File: config.mk
export PLATFORM = sky130hd
export DESIGN_NAME = sens_i2c_target
export DESIGN_NICKNAME = d
export VERILOG_FILES = /design/src/rtl/sens_pkg.sv /design/src/rtl/sens_line_filter.sv /design/src/rtl/sens_i2c_fsm.sv /design/src/rtl/sens_regbank.sv /design/src/rtl/sens_i2c_target.sv
export SDC_FILE = /design/constraint.sdc
export NUM_CORES = 1
export LEC_CHECK = 0
export CORE_AREA = 2 2 119 121
export CTS_CLUSTER_DIAMETER = 120
export DETAILED_ROUTE_END_ITERATION = 16
export DIE_AREA = 0 0 121 123
export PLACE_DENSITY = 0.46
export SYNTH_ARGS = -nofsm -noshare
export SYNTH_HDL_FRONTEND = slang
export SYNTH_SLANG_ARGS = --single-unit
File: constraint.sdc
create_clock -name clk -period 3.7 [get_ports clk]
set_input_delay 0.74 -clock clk [delete_from_list [all_inputs] [get_ports clk]]
set_output_delay 0.74 -clock clk [all_outputs]
set_load 0.01 [all_outputs]
File: src/rtl/sens_pkg.sv
package sens_pkg;

  localparam int          DATA_W     = 8;
  localparam int          REG_COUNT  = 51;
  localparam int          WR_COUNT   = 4;
  localparam logic [7:0]  WR_BASE    = 8'h06;
  localparam logic [7:0]  CTL_ADDR   = 8'h0C;
  localparam logic [7:0]  CTL_KEY    = 8'h09;
  localparam logic [7:0]  FLAG_ADDR  = 8'h08;
  localparam logic [7:0]  FLAG_VALUE = 8'hF0;
  localparam logic [7:0]  IDLE_BYTE  = 8'hFF;

  typedef enum logic [2:0] {
    ST_IDLE, ST_ADDR, ST_AACK, ST_WDAT, ST_WACK, ST_RDAT, ST_RACK, ST_WAIT
  } bus_st_e;

  // Fixed snapshot contents; unlisted addresses power up as zero.
  function automatic logic [7:0] boot_value(input logic [7:0] a);
    logic [7:0] v;
    v = 8'h00;
    case (a)
      8'h00: v = 8'hFE;  8'h01: v = 8'h2F;  8'h02: v = 8'hEE;  8'h03: v = 8'h02;
      8'h04: v = 8'h69;  8'h05: v = 8'hA6;  8'h07: v = 8'h80;  8'h08: v = 8'hC7;
      8'h0D: v = 8'h10;  8'h10: v = 8'h0E;  8'h11: v = 8'h1E;  8'h12: v = 8'hDD;
      8'h13: v = 8'h13;  8'h14: v = 8'hCA;  8'h15: v = 8'h5F;  8'h16: v = 8'h21;
      8'h17: v = 8'h52;  8'h18: v = 8'hF9;  8'h19: v = 8'hC6;  8'h1A: v = 8'h04;
      8'h1B: v = 8'hD1;  8'h1C: v = 8'hDB;  8'h1D: v = 8'h47;  8'h1F: v = 8'h5B;
      8'h20: v = 8'hFB;  8'h21: v = 8'h3A;  8'h24: v = 8'h20;  8'h25: v = 8'h49;
      8'h26: v = 8'h4E;  8'h27: v = 8'hA5;  8'h28: v = 8'h90;  8'h30: v = 8'h60;
      8'h31: v = 8'h15;  8'h32: v = 8'h02;
      default: v = 8'h00;
    endcase
    return v;
  endfunction

  // Value after reset, with the ready-flag override applied.
  function automatic logic [7:0] init_value(input logic [7:0] a);
    return (a == FLAG_ADDR) ? FLAG_VALUE : boot_value(a);
  endfunction

  function automatic logic is_readable(input logic [7:0] a);
    return (a <= 8'h09) || ((a >= 8'h10) && (a <= 8'h21)) ||
           (a == 8'h28) || (a == 8'(REG_COUNT - 1));
  endfunction

endpackage

File: src/rtl/sens_line_filter.sv
module sens_line_filter #(
  parameter int FILT_LEN = 3
) (
  input  logic clk,
  input  logic rst_n,
  input  logic raw_in,
  output logic lvl_o,
  output logic rise_o,
  output logic fall_o
);

  logic [1:0]          sync_q;
  logic [FILT_LEN-1:0] hist_q;
  logic                clean_q, clean_d;
  logic                last_q;

  always_comb begin
    clean_d = clean_q;
    if (&hist_q)       clean_d = 1'b1;
    else if (~|hist_q) clean_d = 1'b0;
  end

  always_ff @(posedge clk or negedge rst_n) begin
    if (!rst_n) begin
      sync_q  <= '1;
      hist_q  <= '1;
      clean_q <= 1'b1;
      last_q  <= 1'b1;
    end else begin
      sync_q  <= {sync_q[0], raw_in};
      hist_q  <= {hist_q[FILT_LEN-2:0], sync_q[1]};
      clean_q <= clean_d;
      last_q  <= clean_q;
    end
  end

  assign lvl_o  = clean_q;
  assign rise_o = clean_q & ~last_q;
  assign fall_o = ~clean_q & last_q;

endmodule

File: src/rtl/sens_i2c_fsm.sv
module sens_i2c_fsm
  import sens_pkg::*;
#(
  parameter logic [6:0] TGT_ADDR = 7'h76
) (
  input  logic              clk,
  input  logic              rst_n,
  input  logic              scl_rise,
  input  logic              scl_fall,
  input  logic              sda_lvl,
  input  logic              bus_start,
  input  logic              bus_stop,
  input  logic [DATA_W-1:0] rd_byte,
  output logic              pull_o,
  output logic              ev_wr_begin,
  output logic              ev_rd_begin,
  output logic              ev_wr_byte,
  output logic              ev_rd_take,
  output logic [DATA_W-1:0] wr_byte
);

  localparam int          CNT_W = $clog2(DATA_W + 1);
  localparam logic [CNT_W-1:0] FULL = CNT_W'(DATA_W);

  bus_st_e           st_q, st_d;
  logic [CNT_W-1:0]  cnt_q, cnt_d;
  logic [DATA_W-1:0] sh_q, sh_d;
  logic              rw_q, rw_d;
  logic              pull_q, pull_d;
  logic              cont_q, cont_d;

  always_comb begin
    st_d        = st_q;
    cnt_d       = cnt_q;
    sh_d        = sh_q;
    rw_d        = rw_q;
    pull_d      = pull_q;
    cont_d      = cont_q;
    ev_wr_begin = 1'b0;
    ev_rd_begin = 1'b0;
    ev_wr_byte  = 1'b0;
    ev_rd_take  = 1'b0;
    if (bus_start) begin
      st_d   = ST_ADDR;
      cnt_d  = '0;
      pull_d = 1'b0;
    end else if (bus_stop) begin
      st_d   = ST_IDLE;
      pull_d = 1'b0;
    end else begin
      case (st_q)
        ST_ADDR, ST_WDAT: begin
          if (scl_rise) begin
            sh_d  = {sh_q[DATA_W-2:0], sda_lvl};
            cnt_d = cnt_q + 1'b1;
          end else if (scl_fall && (cnt_q == FULL)) begin
            if (st_q == ST_ADDR) begin
              if (sh_q[DATA_W-1:1] == TGT_ADDR) begin
                st_d   = ST_AACK;
                pull_d = 1'b1;
                rw_d   = sh_q[0];
                if (sh_q[0]) ev_rd_begin = 1'b1;
                else         ev_wr_begin = 1'b1;
              end else begin
                st_d = ST_WAIT;
              end
            end else begin
              ev_wr_byte = 1'b1;
              st_d       = ST_WACK;
              pull_d     = 1'b1;
            end
          end
        end
        ST_AACK: begin
          if (scl_fall) begin
            cnt_d = '0;
            if (rw_q) begin
              ev_rd_take = 1'b1;
              sh_d       = rd_byte;
              pull_d     = ~rd_byte[DATA_W-1];
              st_d       = ST_RDAT;
            end else begin
              pull_d = 1'b0;
              st_d   = ST_WDAT;
            end
          end
        end
        ST_WACK: begin
          if (scl_fall) begin
            pull_d = 1'b0;
            cnt_d  = '0;
            st_d   = ST_WDAT;
          end
        end
        ST_RDAT: begin
          if (scl_rise) begin
            cnt_d = cnt_q + 1'b1;
          end else if (scl_fall) begin
            if (cnt_q == FULL) begin
              pull_d = 1'b0;
              st_d   = ST_RACK;
            end else begin
              sh_d   = {sh_q[DATA_W-2:0], 1'b0};
              pull_d = ~sh_q[DATA_W-2];
            end
          end
        end
        ST_RACK: begin
          if (scl_rise) begin
            cont_d = ~sda_lvl;
          end else if (scl_fall) begin
            if (cont_q) begin
              ev_rd_take = 1'b1;
              sh_d       = rd_byte;
              pull_d     = ~rd_byte[DATA_W-1];
              cnt_d      = '0;
              st_d       = ST_RDAT;
            end else begin
              st_d = ST_WAIT;
            end
          end
        end
        default: ;
      endcase
    end
  end

  always_ff @(posedge clk or negedge rst_n) begin
    if (!rst_n) begin
      st_q   <= ST_IDLE;
      cnt_q  <= '0;
      sh_q   <= '0;
      rw_q   <= 1'b0;
      pull_q <= 1'b0;
      cont_q <= 1'b0;
    end else begin
      st_q   <= st_d;
      cnt_q  <= cnt_d;
      sh_q   <= sh_d;
      rw_q   <= rw_d;
      pull_q <= pull_d;
      cont_q <= cont_d;
    end
  end

  assign pull_o  = pull_q;
  assign wr_byte = sh_q;

endmodule

File: src/rtl/sens_regbank.sv
module sens_regbank
  import sens_pkg::*;
(
  input  logic                       clk,
  input  logic                       rst_n,
  input  logic                       ev_wr_begin,
  input  logic                       ev_rd_begin,
  input  logic                       ev_wr_byte,
  input  logic                       ev_rd_take,
  input  logic [DATA_W-1:0]          wr_byte,
  output logic [DATA_W-1:0]          rd_byte,
  output logic                       seq_err,
  output logic [DATA_W-1:0]          ptr_o,
  output logic                       ptr_set_o,
  output logic [WR_COUNT*DATA_W-1:0] cfg_view
);

  logic [DATA_W-1:0]               ptr_q, ptr_d;
  logic                            set_q, set_d;
  logic                            err_q, err_d;
  logic                            store_en, soft_rst;
  logic [WR_COUNT-1:0][DATA_W-1:0] cfg_w;
  logic [DATA_W-1:0]               sel;

  assign store_en = ev_wr_byte & set_q;
  assign soft_rst = store_en & (ptr_q == CTL_ADDR) & (wr_byte == CTL_KEY);

  for (genvar g = 0; g < WR_COUNT; g++) begin : g_cfg
    localparam logic [DATA_W-1:0] MY_ADDR = WR_BASE + DATA_W'(g);
    logic              cell_q, cell_en;
    logic [DATA_W-1:0] val_q, val_d;
    assign cell_q  = store_en & (ptr_q == MY_ADDR);
    assign cell_en = cell_q | soft_rst;
    always_comb val_d = soft_rst ? init_value(MY_ADDR) : wr_byte;
    always_ff @(posedge clk or negedge rst_n) begin
      if (!rst_n)       val_q <= init_value(MY_ADDR);
      else if (cell_en) val_q <= val_d;
    end
    assign cfg_w[g] = val_q;
  end

  always_comb begin
    sel = IDLE_BYTE;
    if (is_readable(ptr_q)) begin
      sel = boot_value(ptr_q);
      for (int k = 0; k < WR_COUNT; k++) begin
        if (ptr_q == (WR_BASE + DATA_W'(k))) sel = cfg_w[k];
      end
    end
    rd_byte = set_q ? sel : IDLE_BYTE;
  end

  always_comb begin
    ptr_d = ptr_q;
    set_d = set_q;
    err_d = 1'b0;
    if (ev_wr_begin) begin
      ptr_d = IDLE_BYTE;
      set_d = 1'b0;
    end else if (ev_rd_begin) begin
      err_d = ~set_q;
    end else if (ev_wr_byte) begin
      if (!set_q) begin
        ptr_d = wr_byte;
        set_d = 1'b1;
      end else if (soft_rst) begin
        ptr_d = '0;
      end else begin
        ptr_d = ptr_q + 1'b1;
      end
    end else if (ev_rd_take && set_q) begin
      ptr_d = ptr_q + 1'b1;
    end
  end

  always_ff @(posedge clk or negedge rst_n) begin
    if (!rst_n) begin
      ptr_q <= '0;
      set_q <= 1'b0;
      err_q <= 1'b0;
    end else begin
      ptr_q <= ptr_d;
      set_q <= set_d;
      err_q <= err_d;
    end
  end

  assign seq_err   = err_q;
  assign ptr_o     = ptr_q;
  assign ptr_set_o = set_q;
  assign cfg_view  = cfg_w;

endmodule

File: src/rtl/sens_i2c_target.sv
module sens_i2c_target
  import sens_pkg::*;
#(
  parameter logic [6:0] TGT_ADDR = 7'h76,
  parameter int         FILT_LEN = 3
) (
  input  logic clk,
  input  logic rst_n,
  input  logic scl_in,
  input  logic sda_in,
  output logic sda_pull,
  output logic seq_err
);

  localparam int LINES = 2;
  localparam int SCL_I = 1;
  localparam int SDA_I = 0;

  logic [1:0]       rst_sync_q;
  logic             rst_int_n;
  logic [LINES-1:0] raw_w, lvl_w, rise_w, fall_w;
  logic             scl_c, bus_start, bus_stop;
  logic             ev_wr_begin, ev_rd_begin, ev_wr_byte, ev_rd_take;
  logic [DATA_W-1:0] wr_byte, rd_byte, ptr_w;
  logic             ptr_set_w;
  logic [WR_COUNT*DATA_W-1:0] cfg_view;

  always_ff @(posedge clk or negedge rst_n) begin
    if (!rst_n) rst_sync_q <= 2'b00;
    else        rst_sync_q <= {rst_sync_q[0], 1'b1};
  end
  assign rst_int_n = rst_sync_q[1];

  assign raw_w[SCL_I] = scl_in;
  assign raw_w[SDA_I] = sda_in;

  for (genvar i = 0; i < LINES; i++) begin : g_line
    sens_line_filter #(.FILT_LEN(FILT_LEN)) u_filt (
      .clk    (clk),
      .rst_n  (rst_int_n),
      .raw_in (raw_w[i]),
      .lvl_o  (lvl_w[i]),
      .rise_o (rise_w[i]),
      .fall_o (fall_w[i])
    );
  end

  assign scl_c     = lvl_w[SCL_I];
  assign bus_start = fall_w[SDA_I] & scl_c;
  assign bus_stop  = rise_w[SDA_I] & scl_c;

  sens_i2c_fsm #(.TGT_ADDR(TGT_ADDR)) u_fsm (
    .clk         (clk),
    .rst_n       (rst_int_n),
    .scl_rise    (rise_w[SCL_I]),
    .scl_fall    (fall_w[SCL_I]),
    .sda_lvl     (lvl_w[SDA_I]),
    .bus_start   (bus_start),
    .bus_stop    (bus_stop),
    .rd_byte     (rd_byte),
    .pull_o      (sda_pull),
    .ev_wr_begin (ev_wr_begin),
    .ev_rd_begin (ev_rd_begin),
    .ev_wr_byte  (ev_wr_byte),
    .ev_rd_take  (ev_rd_take),
    .wr_byte     (wr_byte)
  );

  sens_regbank u_regs (
    .clk         (clk),
    .rst_n       (rst_int_n),
    .ev_wr_begin (ev_wr_begin),
    .ev_rd_begin (ev_rd_begin),
    .ev_wr_byte  (ev_wr_byte),
    .ev_rd_take  (ev_rd_take),
    .wr_byte     (wr_byte),
    .rd_byte     (rd_byte),
    .seq_err     (seq_err),
    .ptr_o       (ptr_w),
    .ptr_set_o   (ptr_set_w),
    .cfg_view    (cfg_view)
  );

endmodule

==> metrics.yaml <==
logic_synthesis:
  synth-main-ff-cell: "dfrtp_1"
  synth.top_cell.area_share: 0.306
  synth_commonest_cells: "nand2_1, dfrtp_1, nor2_1"
  synth_area_per_cell_um2: 8.73
  yosys-top-cells-area: "dfrtp_1, dfstp_2, nand2_1"
  syn_area_um2: 4660
  ys_seq_area_frac: 0.413
  synthArstFlopShare: 1.00
  synth-edff-count: 0
  syn-num-nets: 546
  yosysTopAreaCell: "dfrtp_1"
  yosysMostFrequentCell: "nand2_1"
  ys.warnings.count: 0
  synth.distinct_cells: 74
  ys_ff_latch: 76
  syn_inst: 534
finish:
  drive_gt1_frac: 0.134
  multi_input_area_um2: 2490
  postLayoutCoreUtil: 0.378
  design_area_um2: 5140
  fin_nets: 536
  regArea_um2: 1930
  area_growth_pct: 10.3
  n_antenna_cell: 0
  n_fill_cell: 1385
timing:
  setup_tns_ns: 0
  setup_ws_ns: 0.518
  setup_viol: 0
  finalHoldViolCount: 0
  finalCritPeriodShare: 0.860
  grt_setup_unrepaired: "no"
  drv_slew: 0
  whs_ns: 0.352
  max_slew_margin: 0.360
  fmax_mhz: 314
  timing.final.crit_period_ns: 3.18
  skew_ns: 0.00826
  worstMarginPinSlew_ns: 0.960
placement:
  dpl_cell_area_um2: 4860
  pre_cts_ws_ns: 0.582
  hpwl_mm: 9.64
  port_buffers: 5
  gp_congestion: 0.932
die:
  io_pins: 6
  die_w_um: 121
  rows: 43
  die_h_um: 123
  initial_utilization: 0.342
  die_area_um2: 14900
  core_um2: 13600
clock_tree:
  insertion_delay_ns: 0.34
  cts_buffers: 9
  clockBufferDepth: 2
  cts-root-buf: "clkbuf_16"
  tritoncts: "done"
  cts_hold_buf: 0
  cts_sinks: 76
  cts_resized: 0
  cts_setup_buffers: 0
  h-tree-depth: 3
  cts.clk_slew.worst_paths_ns: 0.06
drt:
  drt_iter0_markers: 432
  wirelength_mm: 13.6
  route.detailed.drc: 0
  dr_total_vias: 4057
  first_pass_iters: 5
  ant_nets: 0
  post_drt_wl_per_cell_um: 19.2
  via_per_inst: 5.72
critical_path:
  cp.required_ns: 3.93
  critPathArrivalTime_ns: 3.41
  cp-start-kind: "flop"
  end_kind: "flop"
  worstPathMaxFanout: 19
  crit_type: "reg -> reg"
global_routing:
  gr-total-overflow: 0
  grt_max_degree: 75
  antenna_found_initial: 0
  track_usage: 0.195
  grt_pass1_wl_mm: 22.3
  first_global_vias: 3922
status:
  status: "finished clean"
power:
  p_per_area_nw_per_um2: 448
  peakVddDrop_uv: 343
  leakage_nw: 2.12
job:
  maxCapViolCount: 0
min_path:
  hold_path.class: "reg -> reg"
metal layers:
layer / GRT usage / share of wire / up-vias
met4: 0.0763 / 0.024 / 0
met5: 0 / 0 / -
met3: 0.0355 / 0.049 / 32
met1: 0.269 / 0.47 / 1964
met2: 0.304 / 0.45 / 146
li1: - / - / 1915
worst max-delay path, cell delays in order, from the launching register on:
cell and delay (ns):
dfrtp_1 0.55, inv_1 0.20, ha_1 0.65, nand3_1 0.19
or4_1 0.70, a21oi_4 0.44, mux2_4 0.34
report_power, final:
group	switching (W)	internal, W	total (W)
sequential	0.000208	0.000910	0.00112
combinational	0.000216	0.000152	0.000368
clock	0.000327	0.000489	0.000816
cells by family (layout without fill, tap and decap cells):
group / after synthesis / count (layout) / share of synthesized area
simple gates: 193 / 193 / 0.202
compound gates: 170 / 170 / 0.246
flops: 76 / 76 / 0.413
buf+inv: 61 / 56 / 0.0523
mux: 20 / 20 / 0.0545
fa+ha+maj: 8 / 8 / 0.0215
xor+xnor: 5 / 5 / 0.00940
other cells: 1 / 1 / 0.000805
registers in the layout, summed over array words and instances (netlist names):
| signal | flops |
|---|---|
| g_line.u_filt.hist_q | 6 |
| g_line.u_filt.last_q | 2 |
| g_line.u_filt.lvl_o | 2 |
| g_line.u_filt.sync_q | 4 |
| rst_sync_q | 2 |
| u_fsm.cnt_q | 4 |
| u_fsm.cont_q | 1 |
| u_fsm.pull_o | 1 |
| u_fsm.rw_q | 1 |
| u_fsm.st_q | 3 |
| u_fsm.wr_byte | 8 |
| u_regs.g_cfg.val_q | 32 |
| u_regs.ptr_o | 8 |
| u_regs.ptr_set_o | 1 |
| u_regs.seq_err | 1 |
worst paths after layout:
kind	startpoint	to	slack (ns)	depth (start not counted)
worst max register to register	u_regs.ptr_o[1]	u_regs.g_cfg[0].val_q[5]	0.52	6
worst min-delay path	rst_sync_q[0]	rst_sync_q[1]	0.35	0
worst min register to register	rst_sync_q[0]	rst_sync_q[1]	0.35	0
worst max-delay path	u_regs.ptr_o[1]	u_regs.g_cfg[0].val_q[5]	0.52	6
max in group asynchronous	rst_sync_q[1]	u_regs.ptr_o[1]	2.60	0
min in group asynchronous	rst_sync_q[1]	u_regs.g_cfg[1].val_q[5]	0.48	0
layout by cell type (no fill, tap or decap), types with 5 or more instances in the layout:
cell type,count
a2111oi_0,5
a21oi_1,42
a221oi_1,13
a31oi_1,9
buf_4,10
clkbuf_16,9
clkdlybuf4s50_1,5
dfrtp_1,56
dfstp_2,19
ha_1,8
inv_1,25
mux2_2,9
mux2_4,6
nand2_1,59
nand2b_1,7
nand3_1,16
nand3b_1,7
nor2_1,53
nor2b_1,12
nor3_1,8
nor3b_1,5
o211ai_1,6
o21a_1,7
o21ai_0,31
o21ai_1,7
o31ai_1,8
or2_2,5
stage by stage:
step / total power [W] / std cells
floorplan: 0.00133 / 534
global placement: 0.00149 / 693
detailed placement: 0.00150 / 693
CTS: 0.00233 / 709
global route: 0.00244 / 709
finish: 0.00230 / 709
final cells by class:
class                           instances  area share
Clock inverter                          2     0.00195
Multi-Input combinational cell        397       0.485
Tap cell                              180      0.0438
Sequential cell                        76       0.375
Timing Repair Buffer                   15      0.0243
Clock buffer                           14      0.0514
Inverter                               25      0.0183
Power figures use the tool's default switching activity.
